**config.mk**
```make
export PLATFORM = sky130hd
export DESIGN_NAME = led_scan_driver
export DESIGN_NICKNAME = d
export VERILOG_FILES = /design/src/rtl/led_scan_pkg.sv /design/src/rtl/led_scan_timer.sv /design/src/rtl/led_zero_blank.sv /design/src/rtl/led_seg_decode.sv /design/src/rtl/led_scan_driver.sv
export SDC_FILE = /design/constraint.sdc
export NUM_CORES = 1
export LEC_CHECK = 0
export ABC_CLOCK_PERIOD_IN_PS = 2700
export BUFFER_PORTS_ARGS = -buffer_cell sky130_fd_sc_hd__buf_2
export CORE_ASPECT_RATIO = 0.5
export CORE_UTILIZATION = 40
export CTS_CLUSTER_DIAMETER = 120
export DETAILED_ROUTE_END_ITERATION = 8
export PLACE_DENSITY = 0.75
export SLEW_MARGIN = 40
export SYNTH_ARGS = -nofsm -noshare
export SYNTH_HDL_FRONTEND = slang
export SYNTH_SLANG_ARGS = --single-unit
```
**constraint.sdc**
```tcl
create_clock -name clk -period 2.7 [get_ports clk]
set_clock_uncertainty 0.15 [all_clocks]
set_input_delay 0.27 -clock clk [delete_from_list [all_inputs] [get_ports clk]]
set_output_delay 0.27 -clock clk [all_outputs]
set_load 0.01 [all_outputs]
```
**src/rtl/led_scan_pkg.sv**
```systemverilog
package led_scan_pkg;
    typedef enum logic [0:0] {
        SCAN_GAP = 1'b0,
        SCAN_LIT = 1'b1
    } scan_state_e;

    localparam int SEG_W  = 8;
    localparam int DP_BIT = 7;
    localparam int BCD_W  = 4;
endpackage

```
**src/rtl/led_scan_timer.sv**
```systemverilog
module led_scan_timer #(
    parameter int NUM_DIGITS  = 8,
    parameter int SLOT_TICKS  = 125,
    parameter int BLANK_TICKS = 3,
    localparam int IDX_W      = $clog2(NUM_DIGITS),
    localparam int CNT_W      = $clog2(SLOT_TICKS + 1)
) (
    input  logic             clk,
    input  logic             rst_n,
    input  logic             tick,
    output logic [IDX_W-1:0] idx,
    output logic             lit_start,
    output logic             lit_end
);
    import led_scan_pkg::*;

    localparam int LIT_TICKS = SLOT_TICKS - BLANK_TICKS;

    scan_state_e      state;
    logic [CNT_W-1:0] tcnt;

    // State register: slot phase, tick counter and digit index
    always_ff @(posedge clk or negedge rst_n) begin
        if (!rst_n) begin
            state <= SCAN_GAP;
            tcnt  <= '0;
            idx   <= '0;
        end else if (tick) begin
            unique case (state)
                SCAN_GAP: begin
                    if (tcnt == CNT_W'(BLANK_TICKS - 1)) begin
                        state <= SCAN_LIT;
                        tcnt  <= '0;
                    end else begin
                        tcnt <= tcnt + 1'b1;
                    end
                end
                SCAN_LIT: begin
                    if (tcnt == CNT_W'(LIT_TICKS - 1)) begin
                        state <= SCAN_GAP;
                        tcnt  <= '0;
                        idx   <= (idx == IDX_W'(NUM_DIGITS - 1)) ? '0 : idx + 1'b1;
                    end else begin
                        tcnt <= tcnt + 1'b1;
                    end
                end
            endcase
        end
    end

    // Transition strobes
    always_comb begin
        lit_start = 1'b0;
        lit_end   = 1'b0;
        unique case (state)
            SCAN_GAP: lit_start = tick && (tcnt == CNT_W'(BLANK_TICKS - 1));
            SCAN_LIT: lit_end   = tick && (tcnt == CNT_W'(LIT_TICKS - 1));
        endcase
    end
endmodule

```
**src/rtl/led_zero_blank.sv**
```systemverilog
module led_zero_blank #(
    parameter int NUM_DIGITS = 8,
    localparam int IDX_W     = $clog2(NUM_DIGITS)
) (
    input  logic [NUM_DIGITS*4-1:0] digits,
    input  logic [IDX_W-1:0]        dp_sel,
    input  logic                    ovf,
    output logic [NUM_DIGITS-1:0]   blank
);
    logic [NUM_DIGITS-1:0] zero_up;

    for (genvar k = 0; k < NUM_DIGITS; k++) begin : g_digit
        // digit k and everything more significant is zero
        assign zero_up[k] = (digits[NUM_DIGITS*4-1 : k*4] == '0);
        assign blank[k]   = !ovf && (k > int'(dp_sel)) && zero_up[k];
    end
endmodule

```
**src/rtl/led_seg_decode.sv**
```systemverilog
module led_seg_decode (
    input  logic [3:0] bcd,
    output logic [6:0] glyph
);
    always_comb begin
        case (bcd)
            4'd0:    glyph = 7'h3F;
            4'd1:    glyph = 7'h06;
            4'd2:    glyph = 7'h5B;
            4'd3:    glyph = 7'h4F;
            4'd4:    glyph = 7'h66;
            4'd5:    glyph = 7'h6D;
            4'd6:    glyph = 7'h7D;
            4'd7:    glyph = 7'h07;
            4'd8:    glyph = 7'h7F;
            4'd9:    glyph = 7'h6F;
            default: glyph = 7'h00;
        endcase
    end
endmodule

```
**src/rtl/led_scan_driver.sv**
```systemverilog
module led_scan_driver #(
    parameter int NUM_DIGITS  = 8,
    parameter int SLOT_TICKS  = 125,
    parameter int BLANK_TICKS = 3,
    localparam int IDX_W      = $clog2(NUM_DIGITS)
) (
    input  logic                    clk,
    input  logic                    rst_n,
    input  logic                    scan_tick,
    input  logic [NUM_DIGITS*4-1:0] digits,
    input  logic                    ovf,
    input  logic [IDX_W-1:0]        dp_sel,
    input  logic                    disp_test,
    input  logic                    disp_off,
    output logic [NUM_DIGITS-1:0]   dig_en,
    output logic [7:0]              seg_out,
    output logic [NUM_DIGITS-1:0]   strobe
);
    import led_scan_pkg::*;

    localparam logic [IDX_W-1:0] TOP_IDX = IDX_W'(NUM_DIGITS - 1);

    logic [IDX_W-1:0]      idx;
    logic                  lit_start;
    logic                  lit_end;
    logic [3:0]            cur_bcd;
    logic [6:0]            cur_glyph;
    logic [NUM_DIGITS-1:0] blank;
    logic [SEG_W-1:0]      pattern;

    led_scan_timer #(
        .NUM_DIGITS (NUM_DIGITS),
        .SLOT_TICKS (SLOT_TICKS),
        .BLANK_TICKS(BLANK_TICKS)
    ) u_timer (
        .clk      (clk),
        .rst_n    (rst_n),
        .tick     (scan_tick),
        .idx      (idx),
        .lit_start(lit_start),
        .lit_end  (lit_end)
    );

    led_zero_blank #(.NUM_DIGITS(NUM_DIGITS)) u_blank (
        .digits(digits),
        .dp_sel(dp_sel),
        .ovf   (ovf),
        .blank (blank)
    );

    assign cur_bcd = digits[{idx, 2'b00} +: BCD_W];

    led_seg_decode u_dec (
        .bcd  (cur_bcd),
        .glyph(cur_glyph)
    );

    assign strobe = NUM_DIGITS'(1) << idx;

    // Pattern for the digit of the current slot
    always_comb begin
        if (disp_test) begin
            pattern = '1;
        end else begin
            pattern[6:0]    = blank[idx] ? 7'h00 : cur_glyph;
            pattern[DP_BIT] = ((idx == dp_sel) && (idx != TOP_IDX)) ||
                              ((idx == TOP_IDX) && ovf);
        end
    end

    // Output registers: loaded when the lit phase opens, cleared when it closes
    always_ff @(posedge clk or negedge rst_n) begin
        if (!rst_n) begin
            dig_en  <= '0;
            seg_out <= '0;
        end else if (lit_start) begin
            dig_en  <= disp_off ? '0 : strobe;
            seg_out <= disp_off ? '0 : pattern;
        end else if (lit_end) begin
            dig_en  <= '0;
            seg_out <= '0;
        end
    end
endmodule

```
==> metrics <==
status=finished clean; Fin. Hold Viols=0; WP data required=2.72 ns; Via Count=1929; Final period util=93.0%; sequential element share of the synthesized area=32.4%; CP arrival=2.53 ns; CP Launch Type=flip-flop; DRC=0; Clock transition at path regs=0.10 ns; num ports=65; Syn Inst Count=205; Routed Antenna Nets=0; layout cells sized above 1=33.6%; hold-critical path depth=2; Synth async-reset ratio=100%; Mean Syn Cell Area=10.2 µm²; Diodes inserted=0; Die Area=5520 µm²; Slew @ Worst Pin=0.580 ns; Routability Congestion=0.907; final setup vio count=0; Port Buffers=64; YS warnings=0; Initial Utilization=41.9%; Die Width=104 µm; core footprint=4980 µm²; Reg2Reg Setup Slack=0.19 ns; vias in the first global route=1795; FMAX=398 MHz; Final HPWL DP=4260 µm; minimum clock period=2.51 ns; hold path startpoint=scan_tick; Nets=327; Core Util, Final=51.2%; Cell Area, Synth=2080 µm²; Final Max Slew Viols=0; Site Rows=18; root buf cell=clkbuf_8; wire per inst=15.4 µm; Routed WL=5250 µm; hold path endpoint=u_timer.tcnt[0]$_DFFE_PN0P_; RSZ-0062 raised after global routing=no; Max Cap Viol=0; EDFF count, synth=0; Die H=53.0 µm; worst vdd ir=0.222 mV; post-synthesis sequential element count=27; Unique masters post-synth=49; R2R cell count=6; crit path max fanout=10; H-tree lvl count=1; Setup CP Type=reg2reg; via/cell ratio=5.66; Clock Path Buffers=2; 1st-pass router iterations=4; clk_lat worst skew=0.28 ns; Min-Delay Path Class=in2reg; CTS tree=yes; Mapped Nets=260; total track usage=19.9%; Layout area overhead=22.3%; first-pass GRT wire length=8640 µm; Setup TNS=0 ns; Clock Sinks=27; Reg-to-Reg End=seg_out[3]$_DFFE_PN0P_; Setup crit end kind=flip-flop; initial DRC count=139; leak pwr=1.21 nW; PD cells=469 nW/µm²; number of buffers created by CTS=3; worst r2r src=u_timer.idx[1]$_DFFE_PN0P_; post-CTS setup buffer count=0; global route total overflow=0; Most used DFF post-synth=dfrtp_1; slew margin rel.=61.3%; largest net degree at the start of global routing=28; antenna violations before repair=0
metrics by stage:
step	power, mW	setup slack (ns)	cells	hold WS [ns]	area, µm²
after global placement	0.949	0.307	336	0.160	2490
final	1.20	0.188	341	0.172	2550
after detailed placement	0.966	0.212	336	0.158	2490
after global routing	1.27	0.0560	341	0.207	2550
after CTS	1.20	0.201	341	0.172	2550
after floorplan	0.806	0.292	205	-0.176	2080
sequential cells by signal (all words and copies together) (netlist names):
register / flops
dig_en: 8
seg_out: 8
u_timer.tcnt: 7
u_timer.idx: 3
u_timer.state: 1
report_power, final:
part	total, mW	switching, mW	internal, mW
sequential	0.591	0.105	0.487
combinational	0.369	0.194	0.175
clock	0.236	0.130	0.105
total	1.20	0.429	0.767
cell usage after synthesis, types with 3 or more instances:
library cell	n	area, µm²
inv_1	9	33.8
a21o_1	4	30.0
nor2b_1	8	50.1
xor2_1	5	43.8
nand4_1	5	31.3
nand3_1	5	25.0
a31oi_1	3	18.8
mux2i_4	3	67.6
nand2_1	14	52.6
mux4_2	6	135
dfrtp_1	27	676
nor4_1	7	43.8
o21ai_1	4	20.0
a211o_1	4	35.0
ha_1	14	175
a21oi_1	6	30.0
o21ai_0	9	45.0
a32o_1	3	30.0
nor2_1	14	52.6
a22o_1	6	52.6
and2_1	6	37.5
clkbuf_1	5	18.8
placed cells by master, fill, tap and decap left out, types with 3 or more instances in the layout:
cell type | netlist | routed
nor2_1 | 14 | 14
o21ai_0 | 9 | 9
a31oi_1 | 3 | 3
a22o_1 | 6 | 6
ha_1 | 14 | 14
a211o_1 | 4 | 4
nor4_1 | 7 | 7
a21o_1 | 4 | 4
buf_4 | 0 | 7
inv_1 | 9 | 9
xor2_1 | 5 | 5
mux4_2 | 6 | 6
dfrtp_1 | 27 | 27
nand3_1 | 5 | 5
nor2b_1 | 8 | 8
o21ai_1 | 4 | 4
nand4_1 | 5 | 5
clkbuf_8 | 0 | 3
a21oi_1 | 6 | 6
and2_1 | 6 | 6
a32o_1 | 3 | 3
buf_2 | 1 | 64
nand2_1 | 14 | 14
mux2i_4 | 3 | 3
per-layer routing:
layer / wire (µm) / GRT usage (%) / vias to the layer above
met3: 278 / 3.20 / 4
met4: 25 / 2.62 / 0
met5: 0 / 0 / -
met1: 2390 / 25.5 / 954
li1: - / - / 905
met2: 2560 / 37.2 / 66
area by class of cell:
type                            instances  area, µm²
Multi-Input combinational cell        159       1320
Clock buffer                            3       41.3
Timing Repair Buffer                   72        383
Clock inverter                          1       7.51
Fill cell                             451       2430
Sequential cell                        27        676
Inverter                                9       33.8
Tap cell                               70       87.6
critical path, stage by stage (launching register included):
cell     delay (ns)
dfrtp_1        0.51
buf_4          0.25
mux4_1         0.64
mux2i_4        0.26
nand2_1        0.14
o41ai_1        0.37
a21oi_1        0.07
worst max path at each step:
stage | startpoint | endpoint | slack, ns | cells after the start
after floorplan | u_timer.idx[1]$_DFFE_PN0P_ | seg_out[3]$_DFFE_PN0P_ | 0.29 | 8
after global placement | u_timer.idx[1]$_DFFE_PN0P_ | seg_out[0]$_DFFE_PN0P_ | 0.31 | 6
after detailed placement | u_timer.idx[1]$_DFFE_PN0P_ | seg_out[3]$_DFFE_PN0P_ | 0.21 | 6
after CTS | u_timer.idx[1]$_DFFE_PN0P_ | seg_out[0]$_DFFE_PN0P_ | 0.20 | 6
after global routing | u_timer.idx[1]$_DFFE_PN0P_ | seg_out[3]$_DFFE_PN0P_ | 0.06 | 6
final | u_timer.idx[1]$_DFFE_PN0P_ | seg_out[3]$_DFFE_PN0P_ | 0.19 | 6
repair_timing:
| item | 4_1_cts | 5_1_grt |
|---|---|---|
| hold buffers | 1 | 0 |
| gates resized for setup | 0 | 0 |
| hold endpoints to repair | 27 | 0 |
cells by family after synthesis:
family | after synthesis | share of synthesized area (%)
flip-flops | 27 | 32.4
multiplexers | 14 | 13.8
adder cells (fa/ha/maj) | 14 | 8.41
AO/OA/AOI/OAI | 52 | 18.9
AND/OR/NAND/NOR | 72 | 19.4
XOR/XNOR | 7 | 2.94
buffers and inverters | 19 | 4.20
No activity file was read; power rests on OpenSTA's default activity.
